[src/rtl/wt_snoop_pkg.sv]
package wt_snoop_pkg;
    typedef enum logic [1:0] {
        LS_VEXCL  = 2'd0,
        LS_DIRTY  = 2'd1,
        LS_SHARED = 2'd2
    } line_st_e;

    typedef enum logic [1:0] {
        BC_READ   = 2'd0,
        BC_UPDATE = 2'd1,
        BC_FLUSH  = 2'd2
    } bus_cmd_e;

    typedef enum logic [2:0] {
        F_IDLE,
        F_WBACK,
        F_PROBE,
        F_UPDATE,
        F_DONE
    } fsm_e;
endpackage

[src/rtl/wt_line_store.sv]
module wt_line_store
    import wt_snoop_pkg::*;
#(
    parameter int IDX_W  = 2,
    parameter int TAG_W  = 6,
    parameter int DATA_W = 16
) (
    input  logic              clk,
    input  logic              rst_n,
    input  logic [IDX_W-1:0]  p_idx,
    output logic              p_present,
    output logic [TAG_W-1:0]  p_tag,
    output line_st_e          p_st,
    output logic [DATA_W-1:0] p_data,
    input  logic [IDX_W-1:0]  s_idx,
    output logic              s_present,
    output logic [TAG_W-1:0]  s_tag,
    output line_st_e          s_st,
    output logic [DATA_W-1:0] s_data,
    input  logic              own_we,
    input  logic [TAG_W-1:0]  own_tag,
    input  line_st_e          own_st,
    input  logic [DATA_W-1:0] own_data,
    input  logic              snp_we,
    input  logic              snp_data_we,
    input  line_st_e          snp_st,
    input  logic [DATA_W-1:0] snp_wdata
);
    localparam int LINES = 1 << IDX_W;

    logic              present_q [LINES];
    logic [TAG_W-1:0]  tag_q     [LINES];
    line_st_e          st_q      [LINES];
    logic [DATA_W-1:0] data_q    [LINES];

    // Own writes win over a snoop landing on the same slot in the same edge.
    always_ff @(posedge clk or negedge rst_n) begin
        if (!rst_n) begin
            for (int i = 0; i < LINES; i++) begin
                present_q[i] <= 1'b0;
                tag_q[i]     <= '0;
                st_q[i]      <= LS_VEXCL;
                data_q[i]    <= '0;
            end
        end else begin
            for (int i = 0; i < LINES; i++) begin
                if (own_we && p_idx == IDX_W'(i)) begin
                    present_q[i] <= 1'b1;
                    tag_q[i]     <= own_tag;
                    st_q[i]      <= own_st;
                    data_q[i]    <= own_data;
                end else if (snp_we && s_idx == IDX_W'(i)) begin
                    st_q[i] <= snp_st;
                    if (snp_data_we) begin
                        data_q[i] <= snp_wdata;
                    end
                end
            end
        end
    end

    assign p_present = present_q[p_idx];
    assign p_tag     = tag_q[p_idx];
    assign p_st      = st_q[p_idx];
    assign p_data    = data_q[p_idx];
    assign s_present = present_q[s_idx];
    assign s_tag     = tag_q[s_idx];
    assign s_st      = st_q[s_idx];
    assign s_data    = data_q[s_idx];
endmodule

[src/rtl/wt_snoop_resp.sv]
module wt_snoop_resp
    import wt_snoop_pkg::*;
#(
    parameter int TAG_W  = 6,
    parameter int DATA_W = 16
) (
    input  logic              snp_valid,
    input  logic [1:0]        snp_cmd,
    input  logic [TAG_W-1:0]  snp_tag,
    input  logic [DATA_W-1:0] snp_data,
    input  logic              s_present,
    input  logic [TAG_W-1:0]  s_tag,
    input  line_st_e          s_st,
    input  logic [DATA_W-1:0] s_data,
    output logic              snp_shared,
    output logic              snp_supply,
    output logic [DATA_W-1:0] snp_flush_data,
    output logic              snp_we,
    output logic              snp_data_we,
    output line_st_e          snp_st,
    output logic [DATA_W-1:0] snp_wdata
);
    logic hit;

    always_comb begin
        hit            = snp_valid && s_present && (s_tag == snp_tag);
        snp_shared     = hit && (snp_cmd == BC_READ || snp_cmd == BC_UPDATE);
        snp_supply     = snp_shared && (snp_cmd == BC_READ) && (s_st == LS_DIRTY);
        snp_flush_data = snp_supply ? s_data : '0;
        snp_we         = snp_shared;
        snp_data_we    = snp_shared && (snp_cmd == BC_UPDATE);
        snp_st         = LS_SHARED;
        snp_wdata      = snp_data;
    end
endmodule

[src/rtl/wt_req_fsm.sv]
module wt_req_fsm
    import wt_snoop_pkg::*;
#(
    parameter int ADDR_W = 8,
    parameter int IDX_W  = 2,
    parameter int DATA_W = 16
) (
    input  logic                    clk,
    input  logic                    rst_n,
    input  logic                    cpu_req,
    input  logic                    cpu_we,
    input  logic [ADDR_W-1:0]       cpu_addr,
    input  logic [DATA_W-1:0]       cpu_wdata,
    output logic                    cpu_ready,
    output logic                    cpu_done,
    output logic [DATA_W-1:0]       cpu_rdata,
    input  logic                    snp_valid,
    output logic                    bus_valid,
    output logic [1:0]              bus_cmd,
    output logic [ADDR_W-1:0]       bus_addr,
    output logic [DATA_W-1:0]       bus_data,
    input  logic                    bus_shared_in,
    input  logic [DATA_W-1:0]       bus_rdata,
    output logic [IDX_W-1:0]        p_idx,
    input  logic                    p_present,
    input  logic [ADDR_W-IDX_W-1:0] p_tag,
    input  line_st_e                p_st,
    input  logic [DATA_W-1:0]       p_data,
    output logic                    own_we,
    output logic [ADDR_W-IDX_W-1:0] own_tag,
    output line_st_e                own_st,
    output logic [DATA_W-1:0]       own_data
);
    localparam int TAG_W = ADDR_W - IDX_W;

    fsm_e              state_q, state_d;
    logic              we_q;
    logic [ADDR_W-1:0] addr_q;
    logic [DATA_W-1:0] wdata_q;
    logic [ADDR_W-1:0] cur_addr;
    logic [TAG_W-1:0]  cur_tag;
    logic              accept, hit;

    assign cur_addr  = (state_q == F_IDLE) ? cpu_addr : addr_q;
    assign cur_tag   = cur_addr[ADDR_W-1:IDX_W];
    assign p_idx     = cur_addr[IDX_W-1:0];
    assign cpu_ready = (state_q == F_IDLE) && !snp_valid;
    assign accept    = cpu_ready && cpu_req;
    assign hit       = p_present && (p_tag == cur_tag);

    always_comb begin
        state_d = state_q;
        unique case (state_q)
            F_IDLE: begin
                if (accept) begin
                    if (hit) begin
                        state_d = (cpu_we && p_st == LS_SHARED) ? F_UPDATE : F_DONE;
                    end else begin
                        state_d = (p_present && p_st == LS_DIRTY) ? F_WBACK : F_PROBE;
                    end
                end
            end
            F_WBACK:  state_d = F_PROBE;
            F_PROBE:  state_d = (we_q && bus_shared_in) ? F_UPDATE : F_DONE;
            F_UPDATE: state_d = F_DONE;
            F_DONE:   state_d = F_IDLE;
            default:  state_d = F_IDLE;
        endcase
    end

    always_ff @(posedge clk or negedge rst_n) begin
        if (!rst_n) begin
            state_q <= F_IDLE;
            we_q    <= 1'b0;
            addr_q  <= '0;
            wdata_q <= '0;
        end else begin
            state_q <= state_d;
            if (accept) begin
                we_q    <= cpu_we;
                addr_q  <= cpu_addr;
                wdata_q <= cpu_wdata;
            end
        end
    end

    always_comb begin
        bus_valid = 1'b0;
        bus_cmd   = BC_READ;
        bus_addr  = addr_q;
        bus_data  = '0;
        cpu_done  = 1'b0;
        cpu_rdata = '0;
        own_we    = 1'b0;
        own_tag   = cur_tag;
        own_st    = LS_DIRTY;
        own_data  = wdata_q;
        unique case (state_q)
            F_IDLE: begin
                if (accept && hit && cpu_we && p_st != LS_SHARED) begin
                    own_we   = 1'b1;
                    own_data = cpu_wdata;
                end
            end
            F_WBACK: begin
                bus_valid = 1'b1;
                bus_cmd   = BC_FLUSH;
                bus_addr  = {p_tag, addr_q[IDX_W-1:0]};
                bus_data  = p_data;
            end
            F_PROBE: begin
                bus_valid = 1'b1;
                bus_cmd   = BC_READ;
                if (!we_q) begin
                    own_we   = 1'b1;
                    own_st   = bus_shared_in ? LS_SHARED : LS_VEXCL;
                    own_data = bus_rdata;
                end else if (!bus_shared_in) begin
                    own_we = 1'b1;
                end
            end
            F_UPDATE: begin
                bus_valid = 1'b1;
                bus_cmd   = BC_UPDATE;
                bus_data  = wdata_q;
                own_we    = 1'b1;
                own_st    = bus_shared_in ? LS_SHARED : LS_VEXCL;
            end
            F_DONE: begin
                cpu_done  = 1'b1;
                cpu_rdata = p_data;
            end
            default: ;
        endcase
    end
endmodule

[src/rtl/wt_snoop_ctrl.sv]
module wt_snoop_ctrl
    import wt_snoop_pkg::*;
#(
    parameter int ADDR_W = 8,
    parameter int IDX_W  = 2,
    parameter int DATA_W = 16
) (
    input  logic              clk,
    input  logic              rst_n,
    input  logic              cpu_req,
    input  logic              cpu_we,
    input  logic [ADDR_W-1:0] cpu_addr,
    input  logic [DATA_W-1:0] cpu_wdata,
    output logic              cpu_ready,
    output logic              cpu_done,
    output logic [DATA_W-1:0] cpu_rdata,
    output logic              bus_valid,
    output logic [1:0]        bus_cmd,
    output logic [ADDR_W-1:0] bus_addr,
    output logic [DATA_W-1:0] bus_data,
    input  logic              bus_shared_in,
    input  logic [DATA_W-1:0] bus_rdata,
    input  logic              snp_valid,
    input  logic [1:0]        snp_cmd,
    input  logic [ADDR_W-1:0] snp_addr,
    input  logic [DATA_W-1:0] snp_data,
    output logic              snp_shared,
    output logic              snp_supply,
    output logic [DATA_W-1:0] snp_flush_data
);
    localparam int TAG_W = ADDR_W - IDX_W;

    logic [IDX_W-1:0]  p_idx;
    logic              p_present, s_present;
    logic [TAG_W-1:0]  p_tag, s_tag, own_tag;
    line_st_e          p_st, s_st, own_st, snp_st;
    logic [DATA_W-1:0] p_data, s_data, own_data, snp_wdata;
    logic              own_we, snp_we, snp_data_we;

    wt_line_store #(.IDX_W(IDX_W), .TAG_W(TAG_W), .DATA_W(DATA_W)) i_store (
        .clk        (clk),
        .rst_n      (rst_n),
        .p_idx      (p_idx),
        .p_present  (p_present),
        .p_tag      (p_tag),
        .p_st       (p_st),
        .p_data     (p_data),
        .s_idx      (snp_addr[IDX_W-1:0]),
        .s_present  (s_present),
        .s_tag      (s_tag),
        .s_st       (s_st),
        .s_data     (s_data),
        .own_we     (own_we),
        .own_tag    (own_tag),
        .own_st     (own_st),
        .own_data   (own_data),
        .snp_we     (snp_we),
        .snp_data_we(snp_data_we),
        .snp_st     (snp_st),
        .snp_wdata  (snp_wdata)
    );

    wt_snoop_resp #(.TAG_W(TAG_W), .DATA_W(DATA_W)) i_snoop (
        .snp_valid     (snp_valid),
        .snp_cmd       (snp_cmd),
        .snp_tag       (snp_addr[ADDR_W-1:IDX_W]),
        .snp_data      (snp_data),
        .s_present     (s_present),
        .s_tag         (s_tag),
        .s_st          (s_st),
        .s_data        (s_data),
        .snp_shared    (snp_shared),
        .snp_supply    (snp_supply),
        .snp_flush_data(snp_flush_data),
        .snp_we        (snp_we),
        .snp_data_we   (snp_data_we),
        .snp_st        (snp_st),
        .snp_wdata     (snp_wdata)
    );

    wt_req_fsm #(.ADDR_W(ADDR_W), .IDX_W(IDX_W), .DATA_W(DATA_W)) i_fsm (
        .clk          (clk),
        .rst_n        (rst_n),
        .cpu_req      (cpu_req),
        .cpu_we       (cpu_we),
        .cpu_addr     (cpu_addr),
        .cpu_wdata    (cpu_wdata),
        .cpu_ready    (cpu_ready),
        .cpu_done     (cpu_done),
        .cpu_rdata    (cpu_rdata),
        .snp_valid    (snp_valid),
        .bus_valid    (bus_valid),
        .bus_cmd      (bus_cmd),
        .bus_addr     (bus_addr),
        .bus_data     (bus_data),
        .bus_shared_in(bus_shared_in),
        .bus_rdata    (bus_rdata),
        .p_idx        (p_idx),
        .p_present    (p_present),
        .p_tag        (p_tag),
        .p_st         (p_st),
        .p_data       (p_data),
        .own_we       (own_we),
        .own_tag      (own_tag),
        .own_st       (own_st),
        .own_data     (own_data)
    );
endmodule

[config.mk]
export PLATFORM = sky130hd
export DESIGN_NAME = wt_snoop_ctrl
export DESIGN_NICKNAME = d
export VERILOG_FILES = /design/src/rtl/wt_snoop_pkg.sv /design/src/rtl/wt_line_store.sv /design/src/rtl/wt_snoop_resp.sv /design/src/rtl/wt_req_fsm.sv /design/src/rtl/wt_snoop_ctrl.sv
export SDC_FILE = /design/constraint.sdc
export NUM_CORES = 1
export LEC_CHECK = 0
export BUFFER_PORTS_ARGS = -buffer_cell sky130_fd_sc_hd__clkbuf_2
export CAP_MARGIN = 0
export CORE_ASPECT_RATIO = 1.25
export CORE_MARGIN = 2
export CORE_UTILIZATION = 54
export CTS_BUF_LIST = sky130_fd_sc_hd__clkbuf_4 sky130_fd_sc_hd__clkbuf_8
export CTS_CLUSTER_SIZE = 16
export DETAILED_ROUTE_END_ITERATION = 12
export HOLD_SLACK_MARGIN = 0.05
export PLACE_DENSITY = 0.76
export SLEW_MARGIN = 30
export SYNTH_ARGS = -nofsm -noshare
export SYNTH_HDL_FRONTEND = slang
export SYNTH_HIERARCHICAL = 1
export SYNTH_SLANG_ARGS = --single-unit
[constraint.sdc]
create_clock -name clk -period 4.8 [get_ports clk]
set_clock_uncertainty 0.1 [all_clocks]
set_input_delay 0.96 -clock clk [delete_from_list [all_inputs] [get_ports clk]]
set_output_delay 0.96 -clock clk [all_outputs]
set_load 0.03 [all_outputs]
== After elaboration in Yosys (flattened, before gate mapping) ==
Cells that the tools add are included.

* Register bits: 128
* ROM bits: 0
* Latch bits: 0
* RAM bits: 0
* Memories: 0
* Input bits: 72

* Reductions and logical operators: 42
* Div/mod/pow operators: 0
* $lt $le $gt $ge: 2
* Multipliers: 0
* Equal/unequal tests: 18
* Shift operators: 0
* Add/subtract/negate cells: 0
* Multiplexer cells: 65
* Bitwise operators: 2

{| class="wikitable"
|+ Operators by type and width
! cell !! count
|-
| $mux W16 || 17
|-
| $bmux W16 S2 || 2
|-
| $pmux W16 S2 || 2
|-
| $mux W2 || 15
|-
| $bmux W6 S2 || 2
|-
| $mux W6 || 4
|-
| $logic_and A1 B1 Y1 || 23
|-
| $mux W8 || 2
|-
| $reduce_bool A2 Y1 || 8
|-
| $eq A6 B6 Y1 || 2
|-
| $mux W3 || 4
|-
| $pmux W3 S4 || 1
|-
| $eq A2 B1 Y1 const B || 5
|-
| $eq A2 B2 Y1 const B || 5
|-
| $mux W1 || 9
|-
| $bmux W2 S2 || 2
|-
| $pmux W2 S2 || 2
|-
| $reduce_and A2 Y1 || 4
|-
| $eq A3 B2 Y1 const B || 2
|-
| $ge A3 B3 Y1 const B || 2
|-
| $logic_not A2 Y1 || 3
|-
| $not A2 Y3 || 2
|-
| $bmux W1 S2 || 2
|-
| $eq A3 B1 Y1 const B || 1
|-
| other kinds (8) || 8
|}

== Depth between registers and ports, before layout ==
* Depth after elaboration: 16
* Mapped depth: 19

== Hierarchy ==
Netlist, hierarchy kept.

{| class="wikitable"
|+ By module, submodules not included
! module !! sequential area each (µm²) !! area an instance (µm²) !! times used !! cells an instance
|-
| wt_line_store || 2,502.4 || 5,619.1 || 1 || 445
|-
| wt_req_fsm || 700.7 || 2,600.0 || 1 || 307
|-
| wt_snoop_resp || 0.0 || 504.2 || 1 || 74
|}

== Worst setup path before layout ==
Ideal clock, no wire load.

* Kind: input-to-reg
* From: input snp_addr[0]
* To: register i_store/data_q[54] (netlist name)
* Stages on the path: 15
* Library setup time: 0.137 ns
* Arrival time: 4.348 ns
* Required time: 4.563 ns
* Path slack: 0.215 ns
* Path through: clkbuf_2 > buf_4 > buf_4 > mux4_2 > xnor2_1 > nand4_1 > buf_2 > nor2_1 > buf_4 > buf_2 > and4bb_2 > buf_4 > buf_6 > mux2i_1 > a21oi_1

* Cells in the longest elaborated chain, start to end: 10
* Elaborated cells on any way between the ends: 17
* Classes of those cells: eq/ne (1); mux (6); bitwise (1); reduce/logical (9)

{| class="wikitable"
|+ RTL lines
! element !! line !! RTL
|-
| start, declared || wt_snoop_ctrl.sv:25 || <nowiki>input logic [ADDR_W-1:0] snp_addr,</nowiki>
|-
| $not A2 Y3 (implied by the code) (*) || wt_line_store.sv:67 || <nowiki>assign s_tag = tag_q[s_idx];</nowiki>
|-
| $bmux W6 S2 (*) || wt_line_store.sv:67 ||
|-
| $mux W6 (implied by the code) (*) (2 in a row) || wt_line_store.sv:67 ||
|-
| net s_tag[4] || wt_snoop_ctrl.sv:35 || <nowiki>logic [TAG_W-1:0] p_tag, s_tag, own_tag;</nowiki>
|-
| $eq A6 B6 Y1 (*) || wt_snoop_resp.sv:26 || <nowiki>hit = snp_valid && s_present && (s_tag == snp_tag);</nowiki>
|-
| $logic_and A1 B1 Y1 (*) || wt_snoop_resp.sv:26 ||
|-
| $logic_and A1 B1 Y1 (*) || wt_snoop_resp.sv:27 || <nowiki>snp_shared = hit && (snp_cmd == BC_READ || snp_cmd == BC_UPDATE);</nowiki>
|-
| net snp_shared || wt_snoop_ctrl.sv:27 || <nowiki>output logic snp_shared,</nowiki>
|-
| $logic_and A1 B1 Y1, on equally long branches || wt_snoop_resp.sv:31, wt_line_store.sv:52 ||
|-
| $reduce_bool A2 Y1 (no line) || n/a ||
|-
| $reduce_and A2 Y1 (no line) (*) || n/a ||
|-
| end signal, assigned by index || wt_line_store.sv:51 || <nowiki>data_q[i] <= own_data;</nowiki>
|-
| end signal, assigned by index || wt_line_store.sv:55 || <nowiki>data_q[i] <= snp_wdata;</nowiki>
|-
| end, declared || wt_line_store.sv:34 || <nowiki>logic [DATA_W-1:0] data_q [LINES];</nowiki>
|}

Mark *: on every way through the listed nets, which the timed path passes. The rest lies on a longest branch. The select of a mux whose other input is x is not followed.
A chain may end at the register's enable or synchronous reset.

== Worst setup path after layout ==
* From: input snp_addr[0]
* To: output snp_flush_data[2]

* Cells in the longest elaborated chain, start to end: 10
* Elaborated cells on any way between the ends: 21
* Classes of those cells: eq/ne (2); mux (13); bitwise (1); reduce/logical (5)

{| class="wikitable"
|+ RTL lines
! element !! line !! RTL
|-
| $not A2 Y3 (implied by the code) || wt_line_store.sv:67 ||
|-
| $bmux W6 S2 || wt_line_store.sv:67 ||
|-
| $mux W6 (implied by the code) (2 in a row) || wt_line_store.sv:67 ||
|-
| net s_tag[5] || wt_snoop_ctrl.sv:35 ||
|-
| $eq A6 B6 Y1 || wt_snoop_resp.sv:26 ||
|-
| $logic_and A1 B1 Y1 || wt_snoop_resp.sv:26 ||
|-
| $logic_and A1 B1 Y1 || wt_snoop_resp.sv:27 ||
|-
| $logic_and A1 B1 Y1 (2 in a row) || wt_snoop_resp.sv:28 || <nowiki>snp_supply = snp_shared && (snp_cmd == BC_READ) && (s_st == LS_DIRTY);</nowiki>
|-
| $mux W16 || wt_snoop_resp.sv:29 || <nowiki>snp_flush_data = snp_supply ? s_data : '0;</nowiki>
|-
| end, declared || wt_snoop_ctrl.sv:29 || <nowiki>output logic [DATA_W-1:0] snp_flush_data</nowiki>
|}

The timed path passes the listed nets, and every way through them passes these cells. The select of a mux whose other input is x is not followed.

==> flow_metrics.tcl <==
set metrics [dict create \
    synth-compound-area-share_pct 12.75 \
    synthXorXnorAreaFrac_pct 0.7028 \
    gr-total-overflow 0 \
    dieArea_um2 17190 \
    slew_headroom_pct 35.95 \
    drc 0 \
    dr_total_vias 7271 \
    post_cts_buffers 0 \
    report.final.slew_viol_count 0 \
    dr.first_iter.drc_count 827 \
    rsz0062_at_grt "no" \
    yosysWarnings 6 \
    hold_viol_final 0 \
    gp_congestion 0.8662 \
    cts_tree "done" \
    clkSinkCount 128 \
    hold_ws_ns 0.4007 \
    ios 135 \
    ys_types 57 \
    dp_hpwl_um 17840 \
    synth_fa_ha_area_share_pct 0 \
    synth_nets 898 \
    crit_arrival_ns 3.28 \
    num_antenna_cells 0 \
    grt_pass1_wl_um 40070 \
    cts_buffers 17 \
    synth_area_per_cell_um2 10.56 \
    core_area_um2 15700 \
    grt_pass1_vias 7144 \
    r2r_cells 13 \
    fmax_mhz 230.5 \
    cts_max_path_buffers 2 \
    cts_hold_buf 0 \
    dpl.cell_count 1104 \
    status "finished clean" \
    synth_edf_count 0 \
    syn_inst 826 \
    yosysSeqAreaShare_pct 36.72 \
    dp_slack_ns 0.4390 \
    fin_crit_sh_pct 90.39 \
    cp.required_ns 3.74 \
    hp-class "register to register" \
    worst_setup_path_start_kind "primary input" \
    setup_viol 0 \
    crit_type "primary input to output pin" \
    hold_depth 1 \
    instances_no_fill 1136 \
    antenna_found_initial 0 \
    syn_area_um2 8723 \
    viasPerCell 6.401 \
    wl_met1_um 10180 \
    grt_max_degree 79 \
    drive_gt1_share_pct 35.50 \
    p_leak_nw 4.619 \
    synthToLayoutAreaGrowth_pct 12.01 \
    holdPathEnd "i_store/present_q[2]" \
    crit_path_end_kind "output pin" \
    start_util_pct 55.57 \
    maxCapViolations 0 \
    path_clk_slew_ns 0.07 \
    fin_nets 983 \
    die_y_um 146.1 \
    r2r_slack_ns 0.65 \
    cts_max_level 4 \
    placementRows 51 \
    antenna_left 0 \
    wl_um 25720 \
    r2r_start "i_fsm/state_q[0]" \
    design_power_total_mw 6.939 \
    wl_met2_um 12670 \
    muxShareOfSynthArea_pct 28.92 \
    ys.flop_type "dfrtp_1" \
    cts_resized 0 \
    clock_latency_ns 0.44 \
    firstDrtPassIters 5 \
    vdd_drop_max_mv 0.2784 \
    setup-tns-final_ns 0 \
    power_density_nw_per_um2 710.2 \
    synth-async-reset-ratio_pct 100.0 \
    cp_max_fo 19 \
    r2r-end "i_store/data_q[60]" \
    synth_simple_gate_area_share_pct 13.91 \
    synth_top_family_by_area "multiplexers" \
    root_buffer "clkbuf_8" \
    fin_ws_ns 0.4613 \
    routedWlPerCell_um 22.64 \
    min_from "i_store/present_q[2]" \
    die_x_um 117.7 \
    port_buffers 134 \
    ys_ff_latch 128 \
    dr.max_layer_used "met4" \
    max_slew.worst_pin.slew_ns 0.9607 \
    fin_crit_ns 4.339 \
    wl_met3_um 2097 \
    grt_usage_pct 29.94 \
]
worst max-delay path by stage:
stage	from	endpoint	slack [ns]	cells past startpoint
global route	snp_addr[0]	snp_flush_data[15]	0.38	7
finish	snp_addr[0]	snp_flush_data[2]	0.46	7
CTS	snp_addr[0]	snp_flush_data[1]	0.46	7
global placement	snp_addr[0]	snp_flush_data[1]	0.49	7
detailed placement	snp_addr[0]	i_store/data_q[55]	0.44	10
floorplan	snp_addr[0]	i_store/data_q[54]	0.21	15
logic make-up (layout without fill, tap and decap cells):
| logic type | after synthesis | count (layout) |
|---|---|---|
| AO/OA/AOI/OAI | 172 | 172 |
| XOR/XNOR | 7 | 7 |
| buffers and inverters | 103 | 201 |
| flip-flops | 128 | 128 |
| multiplexers | 181 | 181 |
| other | 2 | 2 |
| AND/OR/NAND/NOR | 233 | 233 |
routing by layer:
metal / global-route usage, % / vias to the layer above
met5: 0 / -
met3: 4.531 / 57
li1: - / 3208
met4: 12.23 / 0
met1: 39.08 / 3583
met2: 50.20 / 423
critical path, cell delays in order:
cell and delay [ns]:
clkbuf_2 0.29, mux4_2 0.56, xor2_1 0.15, or4_1 0.50, buf_4 0.26, nor3_1 0.29, clkbuf_2 0.26
sequential cells by signal, summed over array words and instances, names as in the netlist:
register and count:
i_store/data_q 64, i_store/tag_q 24, i_fsm/wdata_q 16, i_fsm/addr_q 8
i_store/st_q 8, i_store/present_q 4, i_fsm/state_q 3, i_fsm/we_q 1
through the flow:
step	util [%]	instance area [µm²]
4_1_cts	62.24	9771
2_1_floorplan	-	8723
5_1_grt	62.24	9771
6_report	62.24	9771
3_3_place_gp	59.61	9358
3_5_place_dp	59.67	9366
cell type report:
class                           count  area, µm²
Tap cell                          212      265.3
Fill cell                        1300       5927
Sequential cell                   128       3203
Multi-Input combinational cell    595       4936
Clock buffer                       20      269.0
Clock inverter                     12      135.1
Inverter                            4      15.01
Timing Repair Buffer              165      947.2
synth_stat cells, drive strengths merged, types with 6 or more instances:
cell type    n  share of area [%]
mux4        50                 13
nand2       74                3.2
nand3       18                1.0
a22o        33                3.3
a21oi       71                4.1
dfrtp      128                 37
nor2        63                2.7
nand3b       6               0.52
mux2i       75                8.6
o21ai       39                2.2
nor3        20                1.9
mux2        56                7.3
clkbuf      38                1.7
buf         61                5.1
a311o       16                1.8
and3        18                1.3
cell usage in the layout, fill, tap and decap left out, types with 3 or more instances in the layout:
master      count
o21ai_0        37
mux2_2         54
inv_1           4
and3_1         18
clkinvlp_4      4
a21oi_1        70
mux4_2         48
xnor2_1         5
clkbuf_8       19
a22o_1         33
nand2_1        74
nor3_2          8
clkinv_4        3
buf_4          28
dfrtp_1       128
and3b_1         5
nand2b_1        5
mux2i_1        75
nor3_1         10
or2_2           3
and2_1          3
nand3b_1        6
a311o_1        16
nand3_1        18
o31ai_1         4
buf_12          3
nor2_1         61
clkbuf_2      133
where the power goes:
| part | internal (mW) | total (mW) | leakage [nW] | switching, mW |
|---|---|---|---|---|
| clock | 0.496 | 0.950 | 0.195 | 0.454 |
| sequential | 1.61 | 2.11 | 1.51 | 0.497 |
| combinational | 1.68 | 3.88 | 2.91 | 2.21 |
No activity file was read; power rests on OpenSTA's default activity.
